**src/rtl/tmr_pkg.sv**
```systemverilog
package tmr_pkg;
  localparam int unsigned SEL_W = 3;
  localparam logic [SEL_W-1:0] SEL_EXT = '1;
endpackage

```
**src/rtl/tmr_prescaler.sv**
```systemverilog
module tmr_prescaler import tmr_pkg::*; #(
  parameter int unsigned PS_TAPS     = 7,
  parameter int unsigned SYNC_STAGES = 2
) (
  input  logic             clk_i,
  input  logic             rst_ni,
  input  logic             stop_i,
  input  logic [SEL_W-1:0] sel_i,
  input  logic             ext_clk_i,
  output logic             tick_o
);
  localparam int unsigned PH_W = PS_TAPS - 1;

  logic [PH_W-1:0]        ph_q;
  logic [PS_TAPS-1:0]     tap;
  logic [SYNC_STAGES-1:0] sync_q;
  logic                   prev_q;
  logic                   ext_edge;
  logic                   tap_sel;

  always_ff @(posedge clk_i or negedge rst_ni) begin
    if (!rst_ni)     ph_q <= '0;
    else if (stop_i) ph_q <= '0;
    else             ph_q <= ph_q + 1'b1;
  end

  // tap k fires when the low k phase bits are all ones
  for (genvar k = 0; k < PS_TAPS; k++) begin : g_tap
    if (k == 0) begin : g_div1
      assign tap[k] = 1'b1;
    end else begin : g_divn
      assign tap[k] = &ph_q[k-1:0];
    end
  end

  always_ff @(posedge clk_i or negedge rst_ni) begin
    if (!rst_ni) begin
      sync_q <= '0;
      prev_q <= 1'b0;
    end else begin
      sync_q <= {sync_q[SYNC_STAGES-2:0], ext_clk_i};
      prev_q <= sync_q[SYNC_STAGES-1];
    end
  end

  assign ext_edge = sync_q[SYNC_STAGES-1] & ~prev_q;

  always_comb begin
    tap_sel = 1'b0;
    for (int k = 0; k < PS_TAPS; k++) begin
      if (int'(sel_i) == k) tap_sel = tap[k];
    end
  end

  assign tick_o = (sel_i == SEL_EXT) ? ext_edge : tap_sel;

  a_r2_stop_phase: assert property (@(posedge clk_i) disable iff (!rst_ni)
    stop_i |=> (ph_q == '0));

  a_r3_div2_alternates: assert property (@(posedge clk_i) disable iff (!rst_ni)
    (!stop_i && sel_i == 3'd1 && tick_o) |=> (sel_i != 3'd1 || !tick_o));

  a_r4_ext_single_pulse: assert property (@(posedge clk_i) disable iff (!rst_ni)
    (sel_i == SEL_EXT && tick_o) |=> (sel_i != SEL_EXT || !tick_o));
endmodule

```
**src/rtl/tmr_modreg.sv**
```systemverilog
module tmr_modreg #(
  parameter int unsigned CNT_W = 16
) (
  input  logic               clk_i,
  input  logic               rst_ni,
  input  logic               hi_we_i,
  input  logic               lo_we_i,
  input  logic [CNT_W/2-1:0] wdata_i,
  output logic [CNT_W-1:0]   mod_o
);
  localparam int unsigned BYTE_W = CNT_W / 2;

  logic [BYTE_W-1:0] hi_q, lo_q;

  always_ff @(posedge clk_i or negedge rst_ni) begin
    if (!rst_ni) begin
      hi_q <= '1;
      lo_q <= '1;
    end else begin
      if (hi_we_i) hi_q <= wdata_i;
      if (lo_we_i) lo_q <= wdata_i;
    end
  end

  assign mod_o = {hi_q, lo_q};

  a_r8_hi_load: assert property (@(posedge clk_i) disable iff (!rst_ni)
    hi_we_i |=> (mod_o[CNT_W-1:BYTE_W] == $past(wdata_i)));

  a_r8_lo_load: assert property (@(posedge clk_i) disable iff (!rst_ni)
    lo_we_i |=> (mod_o[BYTE_W-1:0] == $past(wdata_i)));
endmodule

```
**src/rtl/tmr_counter.sv**
```systemverilog
module tmr_counter #(
  parameter int unsigned CNT_W = 16
) (
  input  logic             clk_i,
  input  logic             rst_ni,
  input  logic             stop_i,
  input  logic             tick_i,
  input  logic [CNT_W-1:0] mod_i,
  input  logic             ovf_clr_i,
  output logic [CNT_W-1:0] cnt_o,
  output logic             ovf_o
);
  logic [CNT_W-1:0] cnt_q;
  logic             ovf_q;
  logic             at_lim;
  logic             wrap;

  assign at_lim = (cnt_q == mod_i);
  assign wrap   = ~stop_i & tick_i & at_lim;

  always_ff @(posedge clk_i or negedge rst_ni) begin
    if (!rst_ni) begin
      cnt_q <= '0;
      ovf_q <= 1'b0;
    end else begin
      if (stop_i)      cnt_q <= '0;
      else if (tick_i) cnt_q <= at_lim ? '0 : cnt_q + 1'b1;
      if (wrap)           ovf_q <= 1'b1;
      else if (ovf_clr_i) ovf_q <= 1'b0;
    end
  end

  assign cnt_o = cnt_q;
  assign ovf_o = ovf_q;

  a_r2_stop_zero: assert property (@(posedge clk_i) disable iff (!rst_ni)
    stop_i |=> (cnt_q == '0));

  a_r5_step: assert property (@(posedge clk_i) disable iff (!rst_ni)
    (!stop_i && tick_i && cnt_q != mod_i) |=> (cnt_q == $past(cnt_q) + 1'b1));

  a_r5_wrap: assert property (@(posedge clk_i) disable iff (!rst_ni)
    (!stop_i && tick_i && cnt_q == mod_i) |=> (cnt_q == '0 && ovf_q));

  a_r3_hold_no_tick: assert property (@(posedge clk_i) disable iff (!rst_ni)
    (!stop_i && !tick_i) |=> $stable(cnt_q));

  a_r7_sticky: assert property (@(posedge clk_i) disable iff (!rst_ni)
    (ovf_q && !ovf_clr_i) |=> ovf_q);
endmodule

```
**src/rtl/tmr_rdlatch.sv**
```systemverilog
module tmr_rdlatch #(
  parameter int unsigned CNT_W = 16
) (
  input  logic               clk_i,
  input  logic               rst_ni,
  input  logic               rd_hi_i,
  input  logic               rd_lo_i,
  input  logic [CNT_W-1:0]   cnt_i,
  output logic [CNT_W/2-1:0] rd_data_o
);
  localparam int unsigned BYTE_W = CNT_W / 2;

  logic [BYTE_W-1:0] lo_q;
  logic              pend_q;

  always_ff @(posedge clk_i or negedge rst_ni) begin
    if (!rst_ni) begin
      lo_q   <= '0;
      pend_q <= 1'b0;
    end else if (rd_hi_i) begin
      lo_q   <= cnt_i[BYTE_W-1:0];
      pend_q <= 1'b1;
    end else if (rd_lo_i) begin
      pend_q <= 1'b0;
    end
  end

  always_comb begin
    if (rd_hi_i)      rd_data_o = cnt_i[CNT_W-1:BYTE_W];
    else if (rd_lo_i) rd_data_o = pend_q ? lo_q : cnt_i[BYTE_W-1:0];
    else              rd_data_o = '0;
  end

  a_r9_capture: assert property (@(posedge clk_i) disable iff (!rst_ni)
    rd_hi_i |=> (pend_q && lo_q == $past(cnt_i[BYTE_W-1:0])));

  a_r9_release: assert property (@(posedge clk_i) disable iff (!rst_ni)
    (rd_lo_i && !rd_hi_i) |=> !pend_q);
endmodule

```
**src/rtl/tmr_timebase.sv**
```systemverilog
module tmr_timebase import tmr_pkg::*; #(
  parameter int unsigned CNT_W       = 16,
  parameter int unsigned PS_TAPS     = 7,
  parameter int unsigned SYNC_STAGES = 2
) (
  input  logic               clk_i,
  input  logic               rst_ni,
  input  logic               stop_i,
  input  logic [SEL_W-1:0]   sel_i,
  input  logic               ext_clk_i,
  input  logic               mod_hi_we_i,
  input  logic               mod_lo_we_i,
  input  logic [CNT_W/2-1:0] wdata_i,
  input  logic               ovf_clr_i,
  input  logic               rd_hi_i,
  input  logic               rd_lo_i,
  output logic [CNT_W/2-1:0] rd_data_o,
  output logic [CNT_W-1:0]   count_o,
  output logic               ovf_o
);
  logic             tick;
  logic [CNT_W-1:0] mod_val;
  logic [CNT_W-1:0] cnt;

  tmr_prescaler #(.PS_TAPS(PS_TAPS), .SYNC_STAGES(SYNC_STAGES)) u_pre (
    .clk_i     (clk_i),
    .rst_ni    (rst_ni),
    .stop_i    (stop_i),
    .sel_i     (sel_i),
    .ext_clk_i (ext_clk_i),
    .tick_o    (tick)
  );

  tmr_modreg #(.CNT_W(CNT_W)) u_mod (
    .clk_i   (clk_i),
    .rst_ni  (rst_ni),
    .hi_we_i (mod_hi_we_i),
    .lo_we_i (mod_lo_we_i),
    .wdata_i (wdata_i),
    .mod_o   (mod_val)
  );

  tmr_counter #(.CNT_W(CNT_W)) u_cnt (
    .clk_i     (clk_i),
    .rst_ni    (rst_ni),
    .stop_i    (stop_i),
    .tick_i    (tick),
    .mod_i     (mod_val),
    .ovf_clr_i (ovf_clr_i),
    .cnt_o     (cnt),
    .ovf_o     (ovf_o)
  );

  tmr_rdlatch #(.CNT_W(CNT_W)) u_rd (
    .clk_i     (clk_i),
    .rst_ni    (rst_ni),
    .rd_hi_i   (rd_hi_i),
    .rd_lo_i   (rd_lo_i),
    .cnt_i     (cnt),
    .rd_data_o (rd_data_o)
  );

  assign count_o = cnt;

  // reads only touch the capture path
  a_r10_read_no_effect: assert property (@(posedge clk_i) disable iff (!rst_ni)
    ((rd_hi_i || rd_lo_i) && !stop_i && !tick) |=> $stable(count_o));
endmodule

```
**config.mk**
```make
export PLATFORM = sky130hd
export DESIGN_NAME = tmr_timebase
export DESIGN_NICKNAME = d
export VERILOG_FILES = /design/src/rtl/tmr_pkg.sv /design/src/rtl/tmr_prescaler.sv /design/src/rtl/tmr_modreg.sv /design/src/rtl/tmr_counter.sv /design/src/rtl/tmr_rdlatch.sv /design/src/rtl/tmr_timebase.sv
export SDC_FILE = /design/constraint.sdc
export NUM_CORES = 1
export LEC_CHECK = 0
export ABC_AREA = 1
export ABC_CLOCK_PERIOD_IN_PS = 5800
export BUFFER_PORTS_ARGS = -buffer_cell sky130_fd_sc_hd__clkbuf_2
export CORE_MARGIN = 2
export CORE_UTILIZATION = 50
export CTS_BUF_LIST = sky130_fd_sc_hd__clkbuf_4
export DETAILED_ROUTE_END_ITERATION = 12
export GPL_ROUTABILITY_DRIVEN = 0
export PLACE_DENSITY = 0.71
export SLEW_MARGIN = 0
export SYNTH_ARGS = -nofsm -noshare
export SYNTH_HDL_FRONTEND = slang
export SYNTH_HIERARCHICAL = 1
export SYNTH_SLANG_ARGS = --single-unit
export TNS_END_PERCENT = 20
```
**constraint.sdc**
```tcl
create_clock -name clk_i -period 5.8 [get_ports clk_i]
set_input_delay 0.87 -clock clk_i [delete_from_list [all_inputs] [get_ports clk_i]]
set_output_delay 0.87 -clock clk_i [all_outputs]
set_load 0.02 [all_outputs]
```
Word level (Yosys, flattened, before mapping) --
Index checks and enable logic that the tools add are counted.
Storage, ports and cells: output and inout port bits 25, bits of input ports 20, bits in registers 51, logic and storage cells 52
Cells by class: bitwise logic cells 5, add/subtract/negate cells 2, multiplexer cells 19, reduce and logical (&&, ||, !) cells 9, equality and inequality tests 8
Operators with widths (number):
- 16-bit 2-to-1 mux | 3
- 8-bit 2-to-1 mux | 3
- 16-bit by 1-bit adder with 16-bit output (second input constant) | 1
- 16-bit equality test | 1
- 3-bit equality test (second input constant) | 5
- 1-bit 2-to-1 mux | 12
- 6-bit by 1-bit adder with 6-bit output (second input constant) | 1
- 3-bit by 2-bit equality test with 1-bit output (second input constant) | 2
- 6-bit 2-to-1 mux | 1
- 6-bit AND reduction | 1
- 2-bit nonzero test | 3
- 5-bit AND reduction | 1
- 4-bit AND reduction | 1
- 1-bit bitwise AND | 3
- 3-bit zero test | 1
- 3-bit AND reduction | 1
- 1-bit inverter | 2
- 2-bit AND reduction | 1

Logic depth before layout (Yosys ltp) --
Gate-level depths: netlist of run 1.
depth in word-level cells 12, depth in mapped cells 15, gate-level depth less buffers 14

Modules after synthesis --
Netlist of run 1, hierarchy kept.
By module, submodules not included:
- tmr_counter | times used 1, area an instance 1493.9 µm², cells each 237, sequential area each 425.4 µm²
- tmr_modreg | times used 1, area an instance 630.6 µm², cells each 68, sequential area each 420.4 µm²
- tmr_rdlatch | times used 1, area an instance 605.6 µm², cells each 90, sequential area each 225.2 µm²
- tmr_prescaler | times used 1, area an instance 434.2 µm², cells each 51, sequential area each 225.2 µm²

Worst setup path after synthesis of run 1 --
OpenSTA, ideal clock, no wires.
kind input to output, from input port rd_hi_i, to output port rd_data_o[0], arrival 1365 ps, buffers on the path 1, data required time 4930 ps, slack 3565 ps, stages on the path 4, path through buf_6 nor2_8 nand3_1 nand2_1
On the way: word-level cells in the longest chain between the ends 1
Ends and longest elaborated chain:
- start: declaration | RTL line tmr_timebase.sv:15 | input logic rd_hi_i,
- 8-bit 2-to-1 mux | RTL line tmr_rdlatch.sv:29 | if (rd_hi_i) rd_data_o = cnt_i[CNT_W-1:BYTE_W];
- end: declaration | RTL line tmr_timebase.sv:17 | output logic [CNT_W/2-1:0] rd_data_o,
No other way between the ends.

Worst setup path after layout of run 1 --
from input port rd_hi_i, to output port rd_data_o[1]
The elaborated chain is that of the path after synthesis.

==> reports/metrics.csv, run 1 <==
metric;value;unit
Sink Count;51;
Worst-path clk slew;150;ps
# fillers;603;
WP data arrival;1810;ps
Worst path slowest cell;clkbuf_2;
slew of the pin with the lowest slew margin;982;ps
Worst path depth;5;
reg2reg start;u_pre/ph_q[0];
Seq/Total Area, Yosys;41.0;%
DRT Pass-1 Iters;4;
Syn Inst Count;446;
PD cells;199;nW/um2
Critical path buffers and inverters;2;
n_diodes;0;
r2r setup slk;3400;ps
Pwr Total;692;uW
Pint;503;uW
Via Count;2678;
CP cell instances;clkbuf_2 > nor2_8 > nand3_1 > nand2_1 > clkbuf_2;
clock buffer depth;2;
core area;6030;um2
Die W;83.6;um
Pleak;0.00187;uW
critical path launch point type;primary input;
Crit path max-delay family;buffers and inverters;
Site Rows;28;
FF+latch count, synth;51;
drt first-iter violations;133;
post-route ant nets;0;
RSZ-0062 raised after global routing;false;
layout cells sized above 1;25.8;%
Worst Hold Class;reg -> reg;
postcts setup bufs;0;
setup TNS;0;ps
Hold Buf Count CTS;0;
syn nets;470;
Cell variety after synth;28;
initial core utilization;52.5;%
worst r2r dst;u_cnt/ovf_o;
Reg power frac;57.2;%
Max-Cap Viols;0;
Max Slew Vio Count;0;
clock root buffer;clkbuf_4;
CP max stage delay;320;ps
clock network power share;29.2;%
cts repair resizes;0;
I/O Buffers;44;
CP Data Required Time;4930;ps
NetSw;189;uW
Die Ht;83.6;um
Synth area leaders;dfrtp_1 28%, nand2_1 22%, dfstp_2 13%, inv_1 5.9%, nand3_1 4.0%;
gr usage total;19.4;%
Congestion Overflow GR;0;
first-pass GRT wire length;11.2;mm
Final Core Density;57.6;%
Hold WS;369;ps
leading area contributor after synthesis;dfrtp_1;
Final min period;2680;ps
total CTS buffers;5;
Top cell by count, worst path;clkbuf_2;
Tcrit/Tclk final;46.3;%
Fmax achieved;373;MHz
worst hold endpoint;u_pre/sync_q[1];
final net count;512;
count leader, synth;nand2_1;
HPWL reported at the end of detailed placement;4.91;mm
maximum VDD drop;0.110;mV
largest net degree at the start of global routing;52;
Post-synth EDFFs;0;
Min-Delay Path Depth;0;
final hold violations;0;
clk_lat worst skew;380;ps
CP Class;in -> out;
Routed WL;6.36;mm
Reg2Reg Depth;14;
top_reg_cell synth;dfrtp_1;
antenna violations before repair;0;
final setup fails;0;
Gate power share;13.5;%
H-tree levels;2;
crit end category;primary output;
vias in the first global route;2435;
relative slew slack;34.3;%
Yosys warning count;6;
Commonest cells post-synth;189 x nand2_1, 50 x inv_1, 35 x dfrtp_1;
Yosys top cell area share;27.7;%
CTS tree;built;
skew final;20.4;ps
Die ar.;6980;um2
Switching Share;27.4;%
FFs w/ async S/R, synth;100;%
area grow syn2layout;9.65;%
drt drc;0;
hold_sp;u_pre/sync_q[0];
DR WL/cell;11.3;um
vias per cell;4.75;
io pins;45;
worst setup path start;rd_hi_i;
crit-path max FO;26;
Mean Syn Cell Area;7.09;um2
result of the run;completed;
Post-Syn Area;3160;um2
==> state kept, by name, summed over array words and instances (netlist names) <==
signal,count
u_pre/sync_q,2
u_cnt/ovf_o,1
u_rd/pend_q,1
u_mod/hi_q,8
u_mod/lo_q,8
u_cnt/cnt_o,16
u_pre/ph_q,6
u_pre/prev_q,1
u_rd/lo_q,8
==> layout make-up <==
class,count,area (um2),share of cell area [%]
clock buffers,5,37.5,1.08
clock inverters,3,43.8,1.26
inverters,70,265,7.65
multi-input cells,315,1510,43.4
flip-flops and latches,51,1300,37.4
well taps,75,93.8,2.70
repair buffers,45,228,6.56
==> power groups by stage <==
stage	Combinational (uW)	Sequential, uW	Clock (uW)
2_1_floorplan	71.5	398	0
3_3_place_gp	93.3	401	0
3_5_place_dp	94.8	403	0
4_1_cts	95.1	396	211
5_1_grt	109	399	225
6_report	93.7	396	202
==> worst max-delay path by stage <==
stage	endpoint	slack [ps]
3_3_place_gp	rd_data_o[0]	3180
4_1_cts	rd_data_o[1]	3140
6_report	rd_data_o[1]	3120
3_5_place_dp	rd_data_o[1]	3140
5_1_grt	rd_data_o[1]	2980
2_1_floorplan	rd_data_o[0]	3570
==> through the flow <==
step	area, um2	setup slack, ps	cells
global route	3470	2980	564
finish	3470	3120	564
CTS	3470	3140	564
global placement	3390	3180	556
floorplan	3160	3570	446
detailed placement	3390	3140	556
==> kinds of logic (layout without fill, tap and decap cells) <==
kind of cell,Yosys count,after routing,synth area share (%)
AO/OA/AOI/OAI,18,18,3.16
XOR/XNOR,8,8,2.21
adder cells (fa/ha/maj),4,4,1.58
buffers and inverters,80,123,11.5
flip-flops,51,51,41.0
AND/OR/NAND/NOR,285,285,40.6
==> layout by cell type (no fill, tap or decap), types with 2 or more instances in the layout <==
cell / instances
a21oi_1: 4
o21ai_1: 2
nand3_1: 25
xor2_1: 8
o21ai_2: 2
nor2_2: 9
dfstp_2: 16
clkinv_1: 3
clkbuf_2: 44
dfrtp_1: 35
ha_1: 4
nand2_2: 13
nand2_1: 189
nor2_1: 27
o21ai_0: 9
nand3_2: 11
nand4_1: 5
clkbuf_4: 5
inv_2: 16
inv_1: 50
nor2_4: 3
==> layer usage <==
layer / track usage, % / wire, um / vias up
met5: 0 / 0 / -
met4: 4.99 / 73 / 0
met3: 3.66 / 260 / 8
met2: 31.2 / 2840 / 55
met1: 27.1 / 3190 / 1187
li1: - / - / 1428
==> worst reg2reg max path, delay by kind of cell (launching register included) <==
| family | cells | cell delay (ps) |
|---|---|---|
| compound gates | 1 | 110 |
| fa+ha+maj | 2 | 380 |
| buf+inv | 2 | 110 |
| flops | 1 | 430 |
| simple gates | 9 | 1300 |
Power figures use the tool's default switching activity.
==> inputs of run 2 (changes only) <==
ABC_CLOCK_PERIOD_IN_PS = 2500   (was 5800)
clock period = 2.5 ns   (was 5.8 ns; I/O delays follow)
==> run 2 against run 1 <==
Effect of this change: final area barely moved; critical path depth up 10; hold slack lost 350 ps; sequential share of layout area about the same; setup slack lost 2600 ps; wire length is 6.6% higher; die area is the same; largest power group unchanged.
==> reports/metrics.csv, run 2 (same netlist as run 1, synthesis figures left out) <==
metric;value;unit;change
worst r2r dst;u_cnt/cnt_o[13];;was u_cnt/ovf_o
area grow syn2layout;9.61;%;was 9.65%
Site Rows;28;;unchanged
clock root buffer;clkbuf_4;;unchanged
Largest register FFs;16;;unchanged
reg2reg start;u_pre/ph_q[0];;unchanged
crit-path max FO;17;;was 26
Die W;83.6;um;unchanged
vias in the first global route;2548;;was 2435
Tcrit/Tclk final;80.3;%;
skew final;11.4;ps;was 20.4 ps
clock buffer depth;2;;unchanged
vias per cell;4.95;;was 4.75
relative slew slack;54.4;%;was 34.3%
Final min period;2010;ps;
WP data arrival;2320;ps;was 1810 ps
n_diodes;0;;unchanged
I/O Buffers;44;;unchanged
clock network power share;23.8;%;was 29.2%
Die Ht;83.6;um;unchanged
crit end category;flop;;was primary output
commonest non-fill, non-tap cell in the layout;nand2_1;;unchanged
# fillers;602;;was 603
Fmax achieved;498;MHz;
Max Slew Vio Count;0;;unchanged
Via Count;2804;;was 2678
cts repair resizes;0;;unchanged
Max-Cap Viols;0;;unchanged
largest net degree at the start of global routing;27;;was 52
Congestion Overflow GR;0;;unchanged
Final Core Density;57.6;%;about the same
gr usage total;20.4;%;was 19.4%
Pwr Total;1500;uW;was 692 uW
HPWL reported at the end of detailed placement;5.17;mm;was 4.91 mm
H-tree levels;2;;unchanged
CP Class;reg -> reg;;was in -> out
final hold violations;0;;unchanged
drt drc;0;;unchanged
setup slack after layout;492;ps;was 3120 ps
Pint;1060;uW;was 503 uW
layout cells sized above 1;25.7;%;was 25.8%
Pleak;0.00186;uW;was 0.00187 uW
PD cells;433;nW/um2;was 199 nW/um2
final net count;514;;was 512
CTS tree;built;;unchanged
Worst-path clk slew;150;ps;about the same
postcts setup bufs;0;;unchanged
post-route ant nets;0;;unchanged
Hold WS;16.0;ps;was 369 ps
Reg2Reg Depth;15;;was 14
DRT Pass-1 Iters;6;;was 4
result of the run;completed;;unchanged
DR WL/cell;12.0;um;was 11.3 um
Routed WL;6.78;mm;was 6.36 mm
core area;6030;um2;unchanged
final setup fails;0;;unchanged
Worst Hold Class;in -> async;;was reg -> reg
CP Data Required Time;2810;ps;was 4930 ps
clk_lat worst skew;370;ps;was 380 ps
drt first-iter violations;152;;was 133
first-pass GRT wire length;11.8;mm;was 11.2 mm
maximum VDD drop;0.261;mV;was 0.110 mV
RSZ-0062 raised after global routing;false;;unchanged
Switching Share;29.1;%;was 27.4%
total CTS buffers;5;;unchanged
r2r setup slk;490;ps;was 3400 ps
slew of the pin with the lowest slew margin;684;ps;was 982 ps
Sink Count;51;;unchanged
initial core utilization;52.5;%;unchanged
antenna violations before repair;0;;unchanged
commonest cells after routing, fill and taps aside;189 x nand2_1, 50 x inv_1, 44 x clkbuf_2;;unchanged
io pins;45;;unchanged
NetSw;437;uW;was 189 uW
setup TNS;0;ps;unchanged
Hold Buf Count CTS;0;;unchanged
Gate power share;15.1;%;was 13.5%
critical path launch point type;flop;;was primary input
Reg power frac;61.1;%;was 57.2%
Die ar.;6980;um2;unchanged
dpl ws;524;ps;was 3140 ps
## run 2: cell types whose count changed in the layout (fill, tap and decap cells not counted), sizes merged
| cell | previous run | this run |
|---|---|---|
| buf | 1 | 3 |
| bufinv | 1 | 0 |
| clkinvlp | 0 | 1 |
## run 2: worst max path at each step
stage | from | endpoint | slack (ps) | depth (start not counted)
6_report | u_pre/ph_q[0] | u_cnt/cnt_o[13] | 490 | 15
5_1_grt | u_pre/ph_q[0] | u_cnt/cnt_o[12] | 270 | 15
4_1_cts | u_pre/ph_q[0] | u_cnt/cnt_o[0] | 490 | 15
3_5_place_dp | u_pre/ph_q[0] | u_cnt/cnt_o[0] | 520 | 15
3_3_place_gp | u_pre/ph_q[0] | u_cnt/ovf_o | 640 | 15
2_1_floorplan | u_pre/ph_q[0] | u_cnt/cnt_o[10] | 510 | 14
## run 2: layout make-up
cell class | instances | area [um2] | area share (%)
clock buffers | 5 | 37.5 | 1.08
clock inverters | 3 | 15.0 | 0.433
inverters | 70 | 265 | 7.65
multi-input cells | 315 | 1510 | 43.4
flip-flops and latches | 51 | 1300 | 37.4
well taps | 75 | 93.8 | 2.71
repair buffers | 47 | 255 | 7.36
## run 2: worst max-delay path, cell delays in order, from the launching register on
cell,delay (ps)
dfrtp_1,430
ha_1,240
nand2_1,70
nor2_1,100
ha_1,150
inv_1,40
nand2_1,40
nand3_1,70
nand2_1,60
nor2_1,40
nor2_1,120
inv_1,70
nor2_2,70
buf_4,260
nand3_2,110
nand2_2,70
## run 2: metal layers
layer  vias to the layer above  wire [um]  GRT usage [%]
li1                       1435          -              -
met1                      1290       3170           27.5
met4                         0         65           4.99
met2                        74       3230           34.6
met5                         -          0              0
met3                         5        324           2.97
## run 2: power by group through the flow
stage	combinational (uW)	clock, uW	sequential (uW)
floorplan	166	0	922
global placement	223	0	931
detailed placement	229	0	933
CTS	230	380	918
global route	262	411	925
finish	226	357	918
## run 2: metrics by stage
step / cells / cell area, um2
2_1_floorplan: 446 / 3160
3_5_place_dp: 558 / 3420
4_1_cts: 566 / 3470
5_1_grt: 566 / 3470
6_report: 566 / 3470
3_3_place_gp: 558 / 3420
==> inputs of run 3 (changes only) <==
ABC_AREA = 0   (was 1)
ABC_CLOCK_PERIOD_IN_PS = 2000   (was 2500)
PLACE_DENSITY = 0.72   (was 0.71)
clock period = 2 ns   (was 2.5 ns; I/O delays follow)
==> run 3 against run 2 <==
Effect of this change: the run now ends with setup timing left; total power grew 27%; critical path depth shrank 7; global-route usage grew 2.3 points; maximum frequency shrank 2.3%; clock power grew 27%; die area shrank 9.9%; clock skew shrank 5.1 ps; cell count shrank 29%; sequential share of layout area grew 0.40 points; sequential power grew 25%.
==> reports/metrics.csv, run 3 <==
metric;value;unit;change
Switching Share;26.2;%;was 29.1%
Congestion Overflow GR;0;;unchanged
Max Slew Vio Count;0;;unchanged
syn nets;282;;was 470
Routed WL;6.59;mm;was 6.78 mm
vias in the first global route;2180;;was 2548
clock root buffer;clkbuf_4;;unchanged
Via Count;2270;;was 2804
setup slack after layout;-54.6;ps;was 492 ps
FFs w/ async S/R, synth;100;%;unchanged
gr usage total;22.6;%;was 20.4%
clock network power share;23.9;%;was 23.8%
Yosys top cell area share;30.9;%;was 27.7%
Reg power frac;60.6;%;was 61.1%
Worst path slowest cell;or4b_4;;was dfrtp_1
drt first-iter violations;151;;was 152
commonest cells after routing, fill and taps aside;44 x clkbuf_2, 35 x dfrtp_1, 28 x buf_4;;was 189 x nand2_1, 50 x inv_1, 44 x clkbuf_2
Seq/Total Area, Yosys;45.7;%;was 41.0%
maximum VDD drop;0.365;mV;was 0.261 mV
CP Data Required Time;2290;ps;was 2810 ps
Syn Inst Count;258;;was 446
first-pass GRT wire length;11.0;mm;was 11.8 mm
Commonest cells post-synth;35 x dfrtp_1, 24 x nand2_1, 18 x mux2_4;;was 189 x nand2_1, 50 x inv_1, 35 x dfrtp_1
vias per cell;5.68;;was 4.95
Worst Hold Class;in -> reg;;was in -> async
skew final;6.31;ps;was 11.4 ps
final setup fails;9;;was 0
Final min period;2050;ps;was 2010 ps
Cell variety after synth;50;;was 28
Mean Syn Cell Area;11.0;um2;was 7.09 um2
Site Rows;27;;was 28
Pint;1400;uW;was 1060 uW
result of the run;finished with violations;;was completed
Gate power share;15.5;%;was 15.1%
WP data arrival;2350;ps;was 2320 ps
CP cell instances;ha_4 > nand3_2 > buf_4 > o221ai_2 > o311a_4 > inv_8 > or4b_4 > a21oi_2;;was ha_1 > nand2_1 > nor2_1 > ha_1 > inv_1 > nand2_1 > nand3_1 > nand2_1 > nor2_1 > nor2_1 > inv_1 > nor2_2 > buf_4 > nand3_2 > nand2_2
n_diodes;0;;unchanged
io pins;45;;unchanged
DRT Pass-1 Iters;4;;was 6
largest net degree at the start of global routing;30;;was 27
design area;3430;um2;was 3470 um2
layout cells sized above 1;43.6;%;was 25.7%
leading area contributor after synthesis;dfrtp_1;;unchanged
I/O Buffers;44;;unchanged
Largest register FFs;16;;unchanged
FF+latch count, synth;51;;unchanged
Tcrit/Tclk final;103;%;was 80.3%
HPWL reported at the end of detailed placement;4.86;mm;was 5.17 mm
RSZ-0062 raised after global routing;true;;was false
post-route ant nets;0;;unchanged
top_reg_cell synth;dfrtp_1;;unchanged
critical path launch point type;flop;;unchanged
antenna violations before repair;0;;unchanged
crit-path max FO;11;;was 17
dpl cell area;3310;um2;was 3420 um2
CTS tree;built;;unchanged
final net count;351;;was 514
NetSw;499;uW;was 437 uW
final hold violations;0;;unchanged
Post-Syn Area;2830;um2;was 3160 um2
relative slew slack;59.1;%;was 54.4%
initial core utilization;51.5;%;was 52.5%
Fmax achieved;487;MHz;was 498 MHz
clk_lat worst skew;360;ps;was 370 ps
DR WL/cell;16.5;um;was 12.0 um
# fillers;469;;was 602
Sink Count;51;;unchanged
CP Class;reg -> reg;;unchanged
Worst-path clk slew;140;ps;was 150 ps
Synth area leaders;dfrtp_1 31%, dfstp_2 15%, mux2_4 9.5%, xor2_1 5.3%, mux2i_1 3.2%;;was dfrtp_1 28%, nand2_1 22%, dfstp_2 13%, inv_1 5.9%, nand3_1 4.0%
Yosys warning count;6;;unchanged
total CTS buffers;5;;unchanged
Hold WS;30.6;ps;was 16.0 ps
slew of the pin with the lowest slew margin;613;ps;was 684 ps
area grow syn2layout;21.1;%;was 9.61%
CP max stage delay;510;ps;was 430 ps
area of the multi-input gates;1490;um2;was 1510 um2
core area;5510;um2;was 6030 um2
Post-synth EDFFs;0;;unchanged
crit end category;flop;;unchanged
H-tree levels;2;;unchanged
commonest non-fill, non-tap cell in the layout;clkbuf_2;;was nand2_1
count leader, synth;dfrtp_1;;was nand2_1
Pleak;0.00165;uW;was 0.00186 uW
PD cells;555;nW/um2;was 433 nW/um2
drt drc;0;;unchanged
Die Ht;79.3;um;was 83.6 um
Die W;79.3;um;was 83.6 um
Max-Cap Viols;0;;unchanged
clock buffer depth;2;;unchanged
failing checks;setup timing;;
Die ar.;6290;um2;was 6980 um2
Register Area;1300;um2;unchanged
[run 3: worst paths after layout]
check / slack, ps / start / cells past startpoint / end
worst max register to register: -50 / u_pre/ph_q[0] / 8 / u_cnt/cnt_o[11]
worst min register to register: 360 / u_pre/sync_q[0] / 0 / u_pre/sync_q[1]
worst max-delay path: -50 / u_pre/ph_q[0] / 8 / u_cnt/cnt_o[11]
worst min-delay path: 30 / ext_clk_i / 1 / u_pre/sync_q[0]
max in group asynchronous: 900 / rst_ni / 3 / u_mod/hi_q[2]
min in group asynchronous: 460 / rst_ni / 2 / u_rd/pend_q
[run 3: metal layers]
layer	track usage, %	part of all wire (%)	vias up
met4	5.17	0.64	0
met5	0	0	-
met2	37.3	50	57
li1	-	-	1068
met1	30.9	44	1141
met3	4.55	4.8	4
[run 3: final cells by class]
cell class | count | share of cell area, %
Inverter | 6 | 0.875
Timing Repair Buffer | 75 | 13.7
Sequential cell | 51 | 37.8
Clock inverter | 2 | 0.219
Clock buffer | 6 | 1.31
Tap cell | 72 | 2.62
Multi-Input combinational cell | 188 | 43.5
[run 3: critical path, delay by kind of cell, from the launching register on]
family	cells	cell delay, ps
AOI/OAI and AO/OA	3	610
and+or+nand+nor	2	570
DFF	1	430
buffers and inverters	2	200
adders and majority gates	1	170
[run 3: power groups by stage]
stage          Combinational, uW  Sequential (uW)  Clock [uW]
2_1_floorplan                183             1160           0
3_3_place_gp                 278             1170           0
3_5_place_dp                 285             1170           0
4_1_cts                      294             1150         462
5_1_grt                      323             1160         522
6_report                     295             1150         454
[run 3: metrics by stage]
stage / cells / total power [uW] / utilization (%) / setup WS, ps / setup TNS [ps]
CTS: 400 / 1910 / 61.8 / -58.0 / -306
detailed placement: 391 / 1460 / 60.1 / -94.8 / -574
global placement: 391 / 1450 / 60.1 / -53.9 / -108
finish: 400 / 1900 / 62.3 / -54.6 / -341
global route: 400 / 2010 / 62.3 / -165 / -1970
floorplan: 258 / 1340 / - / -4.31 / -4.31
[run 3: what timing repair did]
| action | CTS | global route |
|---|---|---|
| gates cloned | 0 | 0 |
| pin swaps | 1 | 5 |
| gates resized for setup | 9 | 5 |
| setup buffers | 0 | 0 |
| hold buffers | 1 | 0 |
| endpoints found under the setup margin | 16 | 17 |
| hold endpoints to repair | 14 | 0 |
[run 3: logic make-up (layout without fill, tap and decap cells)]
group | after synthesis | after routing | share of synthesized area (%)
buffers and inverters | 19 | 89 | 4.02
AO/OA/AOI/OAI | 43 | 43 | 9.40
adder cells (fa/ha/maj) | 4 | 4 | 1.77
AND/OR/NAND/NOR | 90 | 90 | 18.3
flip-flops | 51 | 51 | 45.7
XOR/XNOR | 17 | 17 | 5.25
multiplexers | 34 | 34 | 15.5
